[config.mk]
export PLATFORM = sky130hd
export DESIGN_NAME = stack_engine
export DESIGN_NICKNAME = d
export VERILOG_FILES = /design/src/rtl/stk_pkg.sv /design/src/rtl/stk_ram.sv /design/src/rtl/stk_ptr.sv /design/src/rtl/stk_seq.sv /design/src/rtl/stack_engine.sv
export SDC_FILE = /design/constraint.sdc
export NUM_CORES = 2
export LEC_CHECK = 0
export BUFFER_PORTS_ARGS = -buffer_cell sky130_fd_sc_hd__clkbuf_2
export CAP_MARGIN = 20
export CORE_ASPECT_RATIO = 0.75
export CORE_MARGIN = 2
export CORE_UTILIZATION = 55
export DETAILED_ROUTE_END_ITERATION = 7
export PLACE_DENSITY = 0.78
export SYNTH_ARGS = -nofsm -noshare
export SYNTH_HDL_FRONTEND = slang
export SYNTH_SLANG_ARGS = --single-unit
export TNS_END_PERCENT = 100
[constraint.sdc]
create_clock -name clk -period 14.16 [get_ports clk]
set_clock_uncertainty 0.15 [all_clocks]
set_input_delay 1.416 -clock clk [delete_from_list [all_inputs] [get_ports clk]]
set_output_delay 1.416 -clock clk [all_outputs]
set_load 0.05 [all_outputs]
[src/rtl/stk_pkg.sv]
package stk_pkg;

  typedef enum logic [2:0] {
    OP_NOP   = 3'd0,
    OP_PUSH  = 3'd1,
    OP_POP   = 3'd2,
    OP_SCALL = 3'd3,
    OP_LCALL = 3'd4,
    OP_RET   = 3'd5,
    OP_RETI  = 3'd6,
    OP_ICALL = 3'd7
  } op_e;

  typedef enum logic [2:0] {
    ST_IDLE,
    ST_INC,
    ST_WR,
    ST_RD,
    ST_TAKE,
    ST_FIN
  } seq_e;

endpackage

[src/rtl/stk_ram.sv]
module stk_ram #(
  parameter int AW = 8,
  parameter int DW = 8
) (
  input  logic          clk,
  input  logic          we,
  input  logic [AW-1:0] addr,
  input  logic [DW-1:0] wdata,
  output logic [DW-1:0] q
);
  localparam int DEPTH = 1 << AW;

  logic [DW-1:0] mem [DEPTH];

  // single port, registered read: maps onto a block RAM
  always_ff @(posedge clk) begin
    if (we) mem[addr] <= wdata;
    q <= mem[addr];
  end
endmodule

[src/rtl/stk_ptr.sv]
module stk_ptr #(
  parameter int          AW      = 8,
  parameter logic [7:0]  RST_VAL = 8'h07
) (
  input  logic          clk,
  input  logic          rst,
  input  logic          inc,
  input  logic          dec,
  output logic [AW-1:0] sp
);
  always_ff @(posedge clk) begin
    if (rst)      sp <= AW'(RST_VAL);
    else if (inc) sp <= sp + AW'(1);
    else if (dec) sp <= sp - AW'(1);
  end
endmodule

[src/rtl/stk_seq.sv]
module stk_seq
  import stk_pkg::*;
#(
  parameter int DW  = 8,
  parameter int PCW = 16,
  parameter int SW  = 11
) (
  input  logic           clk,
  input  logic           rst,
  input  logic           cmd_valid,
  input  logic [2:0]     cmd_code,
  input  logic [DW-1:0]  push_byte,
  input  logic [PCW-1:0] next_pc,
  input  logic [SW-1:0]  short_tgt,
  input  logic [PCW-1:0] long_tgt,
  input  logic [DW-1:0]  ram_q,
  output logic           sp_inc,
  output logic           sp_dec,
  output logic           ram_we,
  output logic [DW-1:0]  ram_wdata,
  output logic [PCW-1:0] pc_out,
  output logic [DW-1:0]  pop_byte,
  output logic           in_service,
  output logic           done
);
  seq_e           st;
  op_e            op_q;
  op_e            cmd_op;
  logic           second_q;
  logic [DW-1:0]  byte_q, hi_q, lo_q;
  logic [PCW-1:0] ret_q, tgt_q;

  assign cmd_op = op_e'(cmd_code);

  assign sp_inc = (st == ST_INC);
  assign sp_dec = (st == ST_TAKE);
  assign ram_we = (st == ST_WR);

  // low return byte goes first, high byte second
  always_comb begin
    if (op_q == OP_PUSH)  ram_wdata = byte_q;
    else if (second_q)    ram_wdata = ret_q[PCW-1:DW];
    else                  ram_wdata = ret_q[DW-1:0];
  end

  always_ff @(posedge clk) begin
    if (rst) begin
      st         <= ST_IDLE;
      op_q       <= OP_NOP;
      second_q   <= 1'b0;
      byte_q     <= '0;
      hi_q       <= '0;
      lo_q       <= '0;
      ret_q      <= '0;
      tgt_q      <= '0;
      pc_out     <= '0;
      pop_byte   <= '0;
      in_service <= 1'b0;
      done       <= 1'b0;
    end else begin
      done <= 1'b0;
      case (st)
        ST_IDLE: begin
          if (cmd_valid) begin
            op_q     <= cmd_op;
            byte_q   <= push_byte;
            ret_q    <= next_pc;
            second_q <= 1'b0;
            tgt_q    <= (cmd_op == OP_SCALL) ? {next_pc[PCW-1:SW], short_tgt}
                                              : long_tgt;
            case (cmd_op)
              OP_PUSH, OP_SCALL, OP_LCALL, OP_ICALL: st <= ST_INC;
              OP_POP, OP_RET, OP_RETI:               st <= ST_RD;
              default:                               st <= ST_IDLE;
            endcase
          end
        end
        ST_INC: st <= ST_WR;
        ST_WR: begin
          if (op_q == OP_PUSH) begin
            done <= 1'b1;
            st   <= ST_IDLE;
          end else if (!second_q) begin
            second_q <= 1'b1;
            st       <= ST_INC;
          end else begin
            st <= ST_FIN;
          end
        end
        ST_RD: st <= ST_TAKE;
        ST_TAKE: begin
          if (op_q == OP_POP) begin
            pop_byte <= ram_q;
            done     <= 1'b1;
            st       <= ST_IDLE;
          end else if (!second_q) begin
            hi_q     <= ram_q;
            second_q <= 1'b1;
            st       <= ST_RD;
          end else begin
            lo_q <= ram_q;
            st   <= ST_FIN;
          end
        end
        ST_FIN: begin
          pc_out <= (op_q == OP_RET || op_q == OP_RETI) ? {hi_q, lo_q} : tgt_q;
          if (op_q == OP_ICALL) in_service <= 1'b1;
          if (op_q == OP_RETI)  in_service <= 1'b0;
          done <= 1'b1;
          st   <= ST_IDLE;
        end
        default: st <= ST_IDLE;
      endcase
    end
  end
endmodule

[src/rtl/stack_engine.sv]
module stack_engine #(
  parameter int         AW     = 8,
  parameter int         DW     = 8,
  parameter int         PCW    = 16,
  parameter int         SW     = 11,
  parameter logic [7:0] SP_RST = 8'h07
) (
  input  logic           clk,
  input  logic           rst,
  input  logic           cmd_valid,
  input  logic [2:0]     cmd_code,
  input  logic [DW-1:0]  push_byte,
  input  logic [PCW-1:0] next_pc,
  input  logic [SW-1:0]  short_tgt,
  input  logic [PCW-1:0] long_tgt,
  output logic [PCW-1:0] pc_out,
  output logic [DW-1:0]  pop_byte,
  output logic [AW-1:0]  sp_out,
  output logic           in_service,
  output logic           done
);
  logic          sp_inc, sp_dec, ram_we;
  logic [DW-1:0] ram_wdata, ram_q;

  stk_ptr #(.AW(AW), .RST_VAL(SP_RST)) u_ptr (
    .clk (clk),
    .rst (rst),
    .inc (sp_inc),
    .dec (sp_dec),
    .sp  (sp_out)
  );

  stk_ram #(.AW(AW), .DW(DW)) u_ram (
    .clk   (clk),
    .we    (ram_we),
    .addr  (sp_out),
    .wdata (ram_wdata),
    .q     (ram_q)
  );

  stk_seq #(.DW(DW), .PCW(PCW), .SW(SW)) u_seq (
    .clk        (clk),
    .rst        (rst),
    .cmd_valid  (cmd_valid),
    .cmd_code   (cmd_code),
    .push_byte  (push_byte),
    .next_pc    (next_pc),
    .short_tgt  (short_tgt),
    .long_tgt   (long_tgt),
    .ram_q      (ram_q),
    .sp_inc     (sp_inc),
    .sp_dec     (sp_dec),
    .ram_we     (ram_we),
    .ram_wdata  (ram_wdata),
    .pc_out     (pc_out),
    .pop_byte   (pop_byte),
    .in_service (in_service),
    .done       (done)
  );
endmodule

==> impl_metrics.ini <==
[outcome]
status = complete, no violations

[sta]
worst_pin_slew_ns = 1.27
fin_tns_setup_ns = 0
fin_crit_sh_pct = 40.0
final_hold_viol_count = 0
fmax_mhz = 176
drv_slew = 0
final-setup-viol-count = 0
slew_headroom_pct = 15.3
rsz0062_at_grt = false
min_period_ns = 5.67

[layout]
drive_above_1_share_pct = 23.1
final_cells = 6244
fin_util_pct = 61.0
final_cell_mix = 2048 x edfxtp_1, 512 x mux4_2, 343 x nor2_1, 191 x clkbuf_16, 137 x a22oi_1
n_fill_cell = 9774
syn_to_final_growth_pct = 10.5
final_common_cell = edfxtp_1
fin_nets = 4140
seq_area_um2 = 63600
multiInputGateArea_um2 = 18000

[global_route]
antenna_found_initial = 5
grt.total_usage_pct = 26.7
grt_max_degree = 179
grt_pass1_wl_um = 297000
overflow = 0
grt_pass1_vias = 41900

[clocking]
cts_hold_repair.buffers = 0
cts.clk_slew.worst_paths_ns = 0.06
h-tree-depth = 4
cts_buffers = 189
root_buffer = clkbuf_16
cts_tree = built
cts_resized = 0
cts_setup_buffers = 0
clock_latency_ns = 0.82
clockBufferDepth = 3
clock-sinks = 2153

[setup_path]
crit_path_start = u_ptr.sp[0]$_SDFFE_PP1P_
crit-reg2reg-launch = u_ptr.sp[0]$_SDFFE_PP1P_
cp-end-kind = flip-flop
arrival_ns = 6.19
critical_path_class = flip-flop to flip-flop
reg2regPathDepth = 9
cp_max_fo = 106
timing.rr.end = u_ram.q[0]$_DFF_P_
critPathLaunchType = flip-flop
critPathRequiredTime_ns = 14.68
crit_path_end = u_ram.q[0]$_DFF_P_
rrSetupSlack_ns = 8.49

[die]
die_w_um = 452
ios = 91
initial_core_util_pct = 55.3
die_h_um = 340
placement_rows = 123
die-area_um2 = 153000
core_area_um2 = 150000

[yosys]
async_flop_share_pct = 0
syn-num-nets = 4044
synth_top_area_cell = edfxtp_1
syn_area_per_cell_um2 = 20.8
synth_top_area_share_pct = 74.4
synth.area.top_cells = edfxtp_1 74%, mux4_2 14%, dfxtp_1 2.5%
netlist_area_um2 = 82700
ys_types = 42
synth_seq_cells = 2153
netlist_instances = 3978
synth_edf_count = 2048
ys_warn_count = 0
synth_seq_area_share_pct = 76.9
synthFlopType = edfxtp_1

[routing]
totalWireLength_um = 203000
dr.pass1.iters = 6
wl_per_cell_um = 32.5
drc = 0
drt_iter0_drc = 7155
antenna_left = 0
via_per_inst = 6.85
route.vias.total = 42800

[power_and_ir_drop]
peakVddDrop_uv = 94.3
powerDensity_nw_per_um2 = 160
p_leak_nw = 29.6

[placed_design]
io_buffers = 90
dpl.hpwl_um = 114000
gp_congestion = 0.839
dp_cells = 5877

[job]
drv_cap = 0

[min_path]
min_path_type = flip-flop to flip-flop
-- sequential cells by signal, indices dropped and copies added (netlist names), 3 cells and up --
| signal | flops |
|---|---|
| u_seq.tgt_q | 16 |
| u_ptr.sp | 8 |
| u_seq.st | 3 |
| u_ram.q | 8 |
| u_seq.byte_q | 8 |
| u_seq.hi_q | 8 |
| u_seq.pop_byte | 8 |
| u_seq.pc_out | 16 |
| u_ram.mem | 2048 |
| u_seq.ret_q | 16 |
| u_seq.op_q | 3 |
| u_seq.lo_q | 8 |
-- worst min-delay path by stage --
stage	from	to	slack (ns)	cells past startpoint
CTS	u_seq.ret_q[3]$_SDFFE_PP0P_	u_seq.ret_q[3]$_SDFFE_PP0P_	0.30	2
floorplan	u_seq.ret_q[0]$_SDFFE_PP0P_	u_seq.ret_q[0]$_SDFFE_PP0P_	0.29	2
global placement	u_seq.ret_q[5]$_SDFFE_PP0P_	u_seq.ret_q[5]$_SDFFE_PP0P_	0.29	2
global route	u_seq.ret_q[2]$_SDFFE_PP0P_	u_seq.ret_q[2]$_SDFFE_PP0P_	0.33	2
detailed placement	u_seq.byte_q[3]$_SDFFE_PP0P_	u_seq.byte_q[3]$_SDFFE_PP0P_	0.30	2
finish	u_seq.ret_q[1]$_SDFFE_PP0P_	u_seq.ret_q[1]$_SDFFE_PP0P_	0.30	2
-- metrics by stage --
step                setup slack (ns)  power, mW  hold slack [ns]  cell area, µm²
global placement                8.43       9.58            0.292           85100
detailed placement              8.49       9.62            0.298           85100
global route                    8.03       15.0            0.328           91300
floorplan                      0.935       9.05            0.286           82700
CTS                             8.44       14.6            0.305           91200
finish                          8.49       14.6            0.305           91300
-- report_power, final --
part	total (mW)	internal, mW	switching, mW
clock network	5.11	2.80	2.31
logic	2.24	0.798	1.44
registers	7.30	7.21	0.0931
-- area by class of cell --
cell class	count	area share (%)
clock inverter	118	1.16
multi-input combinational	1563	19.7
tap	2000	2.74
antenna	6	0.0164
sequential	2153	69.7
inverter	4	0.0164
clock buffer	237	5.47
timing repair buffer	163	1.27
-- critical path: stages, from the launching register on --
cell      delay (ns)
dfxtp_4         0.81
buf_12          0.73
buf_12          0.67
buf_4           0.72
mux4_2          0.59
a22o_1          0.24
a221oi_1        0.33
o221ai_1        0.49
a22oi_1         0.37
o221ai_1        0.17
-- logic make-up (layout without fill, tap and decap cells) --
family,count (synthesis),in the layout,synth area share (%)
adders and majority gates,9,9,0.145
DFF,2153,2153,76.9
muxes,583,583,14.8
xor gates and xnor gates,7,7,0.0742
other,0,6,0
and+or+nand+nor,505,505,2.44
buffers and inverters,262,522,1.52
AOI/OAI and AO/OA,459,459,4.08
-- Yosys cell counts, types with 9 or more instances --
cell type,number
edfxtp_1,2048
mux2i_1,70
a221oi_1,57
a211oi_1,32
a22o_1,64
nor3_1,23
o221ai_1,24
a22oi_1,137
dfxtp_1,105
nand3_1,9
mux4_2,512
nand2_1,98
nor2_1,344
clkbuf_1,153
buf_1,27
nor2b_1,9
o21ai_0,13
buf_6,23
buf_4,13
buf_2,41
o22ai_1,17
a21oi_1,102
-- layer usage --
metal,track usage [%],share of wire (%),up-vias
met4,9.25,3.5,4
met3,7.71,14,416
met5,0,0.011,-
met1,39.6,37,22100
li1,-,-,16800
met2,38.4,45,3419
No activity file was read; power rests on OpenSTA's default activity.
